### src/rtl/zt_pkg.sv
// Package for the zero-turnaround SRAM model.
// Holds the command type carried through the pipeline stages.
package zt_pkg;

    typedef enum logic [1:0] {
        OP_IDLE  = 2'd0,
        OP_READ  = 2'd1,
        OP_WRITE = 2'd2
    } zt_op_e;

endpackage

### src/rtl/zt_cmd_decode.sv
// Command decoder.
// Turns the sampled control pins into a command type, and flags a load or a burst step.
// Assumes last_op_i holds the type of the previous accepted command (OP_IDLE after a deselect).
module zt_cmd_decode
    import zt_pkg::*;
(
    input  logic   sel1_n,
    input  logic   sel2,
    input  logic   sel3_n,
    input  logic   adv,
    input  logic   we_n,
    input  zt_op_e last_op_i,
    output zt_op_e op_o,
    output logic   load_o,
    output logic   step_o
);

    // Classify the cycle: new read/write, deselect, or continuation.
    always_comb begin
        load_o = !adv;
        step_o = adv;
        if (adv) begin
            op_o = last_op_i;
        end else if (!sel1_n && sel2 && !sel3_n) begin
            op_o = we_n ? OP_READ : OP_WRITE;
        end else begin
            op_o = OP_IDLE;
        end
    end

endmodule

### src/rtl/zt_burst_gen.sv
// Burst address generator.
// Produces the low address bits for the current command: the loaded base on a load,
// otherwise the next step of a linear or interleaved sequence that wraps after 2**CNT_W.
// Assumes en is high only on edges the block actually accepts.
module zt_burst_gen #(
    parameter int CNT_W = 2
) (
    input  logic             clk,
    input  logic             rst_n,
    input  logic             en,
    input  logic             load,
    input  logic             step,
    input  logic             interleave,
    input  logic [CNT_W-1:0] base_i,
    output logic [CNT_W-1:0] low_o
);

    logic [CNT_W-1:0] base_q;
    logic [CNT_W-1:0] cnt_q;
    logic [CNT_W-1:0] cnt_nx;
    logic [CNT_W-1:0] seq;

    // Next count and the address it selects in the chosen order.
    always_comb begin
        cnt_nx = cnt_q + 1'b1;
        seq    = interleave ? (base_q ^ cnt_nx) : (base_q + cnt_nx);
        low_o  = load ? base_i : seq;
    end

    // Hold the base and the step count across a burst.
    always_ff @(posedge clk) begin
        if (!rst_n) begin
            base_q <= '0;
            cnt_q  <= '0;
        end else if (en) begin
            if (load) begin
                base_q <= base_i;
                cnt_q  <= '0;
            end else if (step) begin
                cnt_q <= cnt_nx;
            end
        end
    end

    // each accepted continuation moves the count by exactly one.
    a_r6_step_advances: assert property (@(posedge clk) disable iff (!rst_n)
        (en && step && !load) |=> (cnt_q == CNT_W'($past(cnt_q) + 1'b1)));

    // a load restarts the sequence at its base.
    a_r6_load_restarts: assert property (@(posedge clk) disable iff (!rst_n)
        (en && load) |=> (cnt_q == '0 && base_q == $past(base_i)));

endmodule

### src/rtl/zt_byte_merge.sv
// Byte merge.
// Replaces each byte of old_i whose active-low enable is low with the matching byte of new_i.
module zt_byte_merge #(
    parameter int BYTES  = 4,
    parameter int BYTE_W = 9
) (
    input  logic [BYTES*BYTE_W-1:0] old_i,
    input  logic [BYTES*BYTE_W-1:0] new_i,
    input  logic [BYTES-1:0]        bw_n_i,
    output logic [BYTES*BYTE_W-1:0] merged_o
);

    // One selector for each byte lane.
    for (genvar i = 0; i < BYTES; i++) begin : g_lane
        assign merged_o[i*BYTE_W +: BYTE_W] =
            bw_n_i[i] ? old_i[i*BYTE_W +: BYTE_W] : new_i[i*BYTE_W +: BYTE_W];
    end

endmodule

### src/rtl/zt_sram.sv
// Zero-turnaround synchronous SRAM model.
// Two command stages. Stage 1 holds the command accepted on the last edge and stage 2 the one before.
// Pass-through timing reads and writes from stage 1. Registered timing writes from stage 2
// and registers read data out of stage 1.
// Assumes flow_mode and burst_ilv are static between resets.
module zt_sram
    import zt_pkg::*;
#(
    parameter int ADDR_W = 6,
    parameter int BYTES  = 4,
    parameter int BYTE_W = 9
) (
    input  logic                    clk,
    input  logic                    rst_n,
    input  logic                    clk_en_n,
    input  logic                    sel1_n,
    input  logic                    sel2,
    input  logic                    sel3_n,
    input  logic                    adv,
    input  logic                    we_n,
    input  logic [BYTES-1:0]        bw_n,
    input  logic [ADDR_W-1:0]       addr,
    input  logic                    oe_n,
    input  logic                    sleep,
    input  logic                    flow_mode,
    input  logic                    burst_ilv,
    input  logic [BYTES*BYTE_W-1:0] d_in,
    output logic [BYTES*BYTE_W-1:0] d_out,
    output logic                    d_oe
);

    localparam int DATA_W  = BYTES * BYTE_W;
    localparam int DEPTH   = 1 << ADDR_W;
    localparam int BURST_W = 2;

    logic [DATA_W-1:0] mem [DEPTH];

    zt_op_e              cmd_op, last_op_q, s1_op, s2_op;
    logic                cmd_load, cmd_step, adv_en;
    logic [BURST_W-1:0]  burst_low;
    logic [ADDR_W-1:BURST_W] hi_q;
    logic [ADDR_W-1:0]   cmd_addr, s1_addr, s2_addr, wr_addr;
    logic [BYTES-1:0]    s1_bw, s2_bw, wr_bw;
    logic [DATA_W-1:0]   s2_rdata, rd_raw, rd_word, wr_old, wr_word, fwd_word;
    logic                wr_fire, fwd_hit;

    assign adv_en = !clk_en_n && !sleep;

    zt_cmd_decode u_decode (
        .sel1_n    (sel1_n),
        .sel2      (sel2),
        .sel3_n    (sel3_n),
        .adv       (adv),
        .we_n      (we_n),
        .last_op_i (last_op_q),
        .op_o      (cmd_op),
        .load_o    (cmd_load),
        .step_o    (cmd_step)
    );

    zt_burst_gen #(.CNT_W(BURST_W)) u_burst (
        .clk        (clk),
        .rst_n      (rst_n),
        .en         (adv_en),
        .load       (cmd_load),
        .step       (cmd_step),
        .interleave (burst_ilv),
        .base_i     (addr[BURST_W-1:0]),
        .low_o      (burst_low)
    );

    // Address of the command on this edge: new upper bits on a load, held ones in a burst.
    assign cmd_addr = {(cmd_load ? addr[ADDR_W-1:BURST_W] : hi_q), burst_low};

    // Choose which stage owns the write data slot for the selected timing.
    always_comb begin
        wr_fire = flow_mode ? (s1_op == OP_WRITE) : (s2_op == OP_WRITE);
        wr_addr = flow_mode ? s1_addr : s2_addr;
        wr_bw   = flow_mode ? s1_bw   : s2_bw;
        wr_old  = mem[wr_addr];
        rd_raw  = mem[s1_addr];
        fwd_hit = !flow_mode && wr_fire && (s1_op == OP_READ) && (wr_addr == s1_addr);
        rd_word = fwd_hit ? fwd_word : rd_raw;
    end

    zt_byte_merge #(.BYTES(BYTES), .BYTE_W(BYTE_W)) u_wr_merge (
        .old_i    (wr_old),
        .new_i    (d_in),
        .bw_n_i   (wr_bw),
        .merged_o (wr_word)
    );

    zt_byte_merge #(.BYTES(BYTES), .BYTE_W(BYTE_W)) u_fwd_merge (
        .old_i    (rd_raw),
        .new_i    (d_in),
        .bw_n_i   (wr_bw),
        .merged_o (fwd_word)
    );

    // Advance the command pipeline on every accepted edge.
    always_ff @(posedge clk) begin
        if (!rst_n) begin
            s1_op     <= OP_IDLE;
            s2_op     <= OP_IDLE;
            last_op_q <= OP_IDLE;
        end else if (adv_en) begin
            s1_op     <= cmd_op;
            s2_op     <= s1_op;
            last_op_q <= cmd_op;
        end
    end

    // Address, byte enables and registered read data; no reset needed.
    always_ff @(posedge clk) begin
        if (adv_en) begin
            if (cmd_load) begin
                hi_q <= addr[ADDR_W-1:BURST_W];
            end
            s1_addr  <= cmd_addr;
            s1_bw    <= bw_n;
            s2_addr  <= s1_addr;
            s2_bw    <= s1_bw;
            s2_rdata <= rd_word;
        end
    end

    // Commit late write data into the array.
    always_ff @(posedge clk) begin
        if (rst_n && adv_en && wr_fire) begin
            mem[wr_addr] <= wr_word;
        end
    end

    // Bus drive: asynchronous gating by output enable and sleep.
    always_comb begin
        d_out = flow_mode ? rd_raw : s2_rdata;
        d_oe  = !sleep && !oe_n && (flow_mode ? (s1_op == OP_READ) : (s2_op == OP_READ));
    end

    // a fully selected load with write disabled enters stage 1 as a read.
    a_r1_read_enters: assert property (@(posedge clk) disable iff (!rst_n)
        (adv_en && !adv && !sel1_n && sel2 && !sel3_n && we_n) |=> (s1_op == OP_READ));

    // a load with any select inactive leaves stage 1 idle.
    a_r7_deselect_idle: assert property (@(posedge clk) disable iff (!rst_n)
        (adv_en && !adv && (sel1_n || !sel2 || sel3_n)) |=> (s1_op == OP_IDLE));

    // a stall or sleep edge keeps both stages and the read register unchanged.
    a_r8_stall_holds: assert property (@(posedge clk) disable iff (!rst_n)
        (!adv_en) |=> ($stable(s1_op) && $stable(s2_op) && $stable(s2_rdata)));

    // the bus is never driven in a write data slot.
    a_r9_write_slot_quiet: assert property (@(posedge clk) disable iff (!rst_n)
        (flow_mode ? (s1_op == OP_WRITE) : (s2_op == OP_WRITE)) |-> !d_oe);

    // sleep keeps the bus released.
    a_r10_sleep_quiet: assert property (@(posedge clk) disable iff (!rst_n)
        sleep |-> !d_oe);

endmodule

### config.mk
export PLATFORM = sky130hd
export DESIGN_NAME = zt_sram
export DESIGN_NICKNAME = d
export VERILOG_FILES = /design/src/rtl/zt_pkg.sv /design/src/rtl/zt_cmd_decode.sv /design/src/rtl/zt_burst_gen.sv /design/src/rtl/zt_byte_merge.sv /design/src/rtl/zt_sram.sv
export SDC_FILE = /design/constraint.sdc
export NUM_CORES = 2
export LEC_CHECK = 0
export BUFFER_PORTS_ARGS = -buffer_cell sky130_fd_sc_hd__buf_4
export CORE_MARGIN = 2
export CORE_UTILIZATION = 55
export DETAILED_ROUTE_END_ITERATION = 8
export PLACE_DENSITY = 0.77
export REMOVE_ABC_BUFFERS = 1
export SLEW_MARGIN = 20
export SYNTH_ARGS = -nofsm -noshare
export SYNTH_HDL_FRONTEND = slang
export SYNTH_SLANG_ARGS = --single-unit
### constraint.sdc
create_clock -name clk -period 4.5 [get_ports clk]
set_input_delay 1.125 -clock clk [delete_from_list [all_inputs] [get_ports clk]]
set_output_delay 1.125 -clock clk [all_outputs]
set_load 0.005 [all_outputs]
==> impl_metrics.ini <==
[power]
p_leak_uw = 0.0384
pwr_density_cell_nw_per_um2 = 421
finalPower_uw = 47400
vdd_drop_max_v = 0.000428

[detailed_routing]
drt_iter0_markers = 9569
via_per_inst = 6.68
avgRoutedWirePerCell_um = 33.8
ant_nets = 0
first_pass_iters = 9
vias = 55335
remaining_drc_errors = 0
drt_wl_total_um = 280000

[synthesis]
yosysTopAreaCellShare_pct = 75.3
synth_area_um2 = 94100
ys_top_cells_by_area = edfxtp_1 (75%), mux2i_1 (8.4%), mux4_2 (5.2%)
synth_cells = 5160
synth_area_per_cell_um2 = 18.2
yosys_warnings = 0
yosysTopAreaCell = edfxtp_1
synth_cell_type_count = 61
ys_seq_area_share_pct = 75.6
synthFlopType = edfxtp_1
yosys_register_bits = 2374
synthArstFlopShare_pct = 0
synth-edff-count = 2360

[worst_setup_path]
max_stage_delay_ns = 0.53
path_cells = buf_4 > nand2_1 > nor2_1 > nand3_1 > nor2b_1 > a31oi_2 > buf_4
worstSetupStartpointType = register
slowest_stage = nor2_1
crit_top_cell = buf_4
critPathKind = register to output pin
cp_max_fo = 11
worstPathRequired_ns = 3.38
cp_data_arrival_time_ns = 3.52
end_kind = output pin

[floorplan]
ios = 95
die_x_um = 418
rows = 151
die_h_um = 418
core_area_um2 = 170000
start_util_pct = 55.5
die_area_um2 = 174000

[cts]
numCtsBuffers = 220
clk_pin_slew_worst_paths_ns = 0.06
cts_tree = yes
cts_hold_buf = 0
clock_latency_ns = 0.90
clockBufferDepth = 3
cts.sinks = 2374
cts_root_buffer = clkbuf_16
htree_levels = 4

[placement]
hpwlAfterDp_um = 160000
place_congestion = 0.935
dp.cells = 7667
io_buffers = 94
postPlaceCellArea_um2 = 100000

[finish]
final_area_um2 = 112000
area_growth_pct = 19.5
fillers = 10432
fin_cells = 8283
nets = 5932
layout-drive-gt1-share_pct = 27.8

[global_routing]
antenna_found_initial = 7
grt_max_degree = 66
grt_pass1_vias = 53751
gr-total-overflow = 0
grtUsageTotal_pct = 30.9
grt_pass1_wl_um = 383000

[timing]
finalCriticalPeriod_ns = 4.65
slew_viol_final = 0
fmax_mhz = 215
fin_hold_ws_ns = 0.426
fin_ws_ns = -0.145
max_slew_margin_pct = 18.7
finalCritPeriodShare_pct = 103
finalClockSkew_ns = 0.0651
fin_tns_setup_ns = -1.97
rsz0062_at_grt = true
tightest_slew_ns = 1.21
setup_viol = 32
hold_viol_final = 0

[flow_run]
maxCapViolCount = 0

[outcome]
outcome = complete, but fails checks
violations = negative setup slack

[worst_hold_path]
min-delay-path-class = input pin to register
==> synthesized netlist by cell type, types with 4 or more instances <==
cell type	count
o22ai_1	6
o41ai_2	17
a21boi_0	6
mux2i_1	788
a21oi_1	209
clkbuf_1	109
nand2b_1	8
buf_1	13
o21ai_0	7
a221oi_1	16
a211oi_1	9
nand3_1	103
inv_1	57
mux2_2	20
a22o_1	4
nor3_1	7
and2_1	5
o21ai_1	23
buf_4	84
nand4_1	5
o211ai_1	7
a31oi_1	16
mux4_2	219
buf_12	4
o41ai_1	7
nor3_2	4
or2_2	4
a22oi_1	313
nor2_1	328
xnor2_1	7
dfxtp_1	14
nand2_1	203
nor2b_1	33
nor2_2	4
buf_6	37
buf_2	50
edfxtp_1	2360
a32oi_1	6
o2111ai_1	17
==> power breakdown <==
part / internal, uW / switching (uW)
registers: 24400 / 40.4
clock network: 10300 / 8290
logic: 1810 / 2530
==> per-layer routing <==
layer	up-vias	wire [um]	track usage [%]
li1	22117	-	-
met1	27776	93800	39.7
met2	4503	131000	48.1
met3	929	37000	8.27
met4	10	18900	17.4
met5	-	56	0
==> sequential cells by signal, summed over array words and instances (netlist names), named ones only <==
register and count:
s2_op 2, s2_bw 4, s1_op 2, hi_q 4
s2_addr 6, mem 2304, s1_addr 2, u_burst.cnt_q 2
s1_bw 4, u_burst.base_q 2, s2_rdata 36
==> final timing paths <==
kind	start	endpoint	slack [ns]	cells past startpoint
max reg2reg	register	s2_rdata[9]	1.02	19
min reg2reg	s1_bw[3]	s2_bw[3]	0.45	0
min	bw_n[3]	s1_bw[3]	0.43	1
max	register	d_out[22]	-0.15	7
==> per-stage QoR <==
| step | utilization (%) | worst slack, ns |
|---|---|---|
| final | 66.3 | -0.145 |
| after global routing | 66.3 | -0.193 |
| after CTS | 64.9 | -0.0731 |
| after detailed placement | 58.9 | 0.0564 |
| after global placement | 58.9 | 0.131 |
| after floorplan | - | -31.52 |
==> critical path, delay by kind of cell, from the launching register on <==
family | cells | cell delay (ns)
simple gates | 4 | 1.31
flops | 1 | 0.52
buf+inv | 2 | 0.42
compound gates | 1 | 0.35
==> cell families after synthesis <==
group / synth area share (%)
buffers and inverters: 2.19
flip-flops: 75.6
adder cells (fa/ha/maj): 0.0133
XOR/XNOR: 0.0838
AO/OA/AOI/OAI: 4.97
multiplexers: 13.9
AND/OR/NAND/NOR: 3.24
==> placed cells by master (no fill, tap or decap), types with 13 or more instances in the layout <==
cell type and instances:
clkbuf_16 240, o41ai_2 14, a22oi_2 90, buf_8 16, buf_16 30, buf_6 52, bufinv_16 19, buf_12 69
nand2_1 198, mux2_2 16, edfxtp_1 2360, nor2b_1 19, o21ai_2 13, nor2_1 322, clkinvlp_4 15, clkinv_1 40
clkinv_2 52, a21oi_1 141, bufbuf_16 13, clkbuf_1 44, nand3_1 94, mux4_2 219, inv_1 56, a22oi_1 223
buf_4 591, mux2i_1 774, a21oi_2 64
==> timing repair <==
action                     in CTS  in global routing
gates cloned                   23                 21
pin swaps                      60                102
buffers inserted               78                 82
gates resized for setup       273                234
setup endpoints to repair      36                 36
==> final cells by class <==
class,count,area [um2],area share [%]
Antenna cell,3,7.51,0.00667
Clock buffer,273,5830,5.18
Clock inverter,138,1360,1.21
Inverter,60,238,0.211
Multi-Input combinational cell,2429,22800,20.2
Sequential cell,2374,71200,63.3
Tap cell,2218,2780,2.47
Timing Repair Buffer,788,8320,7.40
No activity file was read; power rests on OpenSTA's default activity.
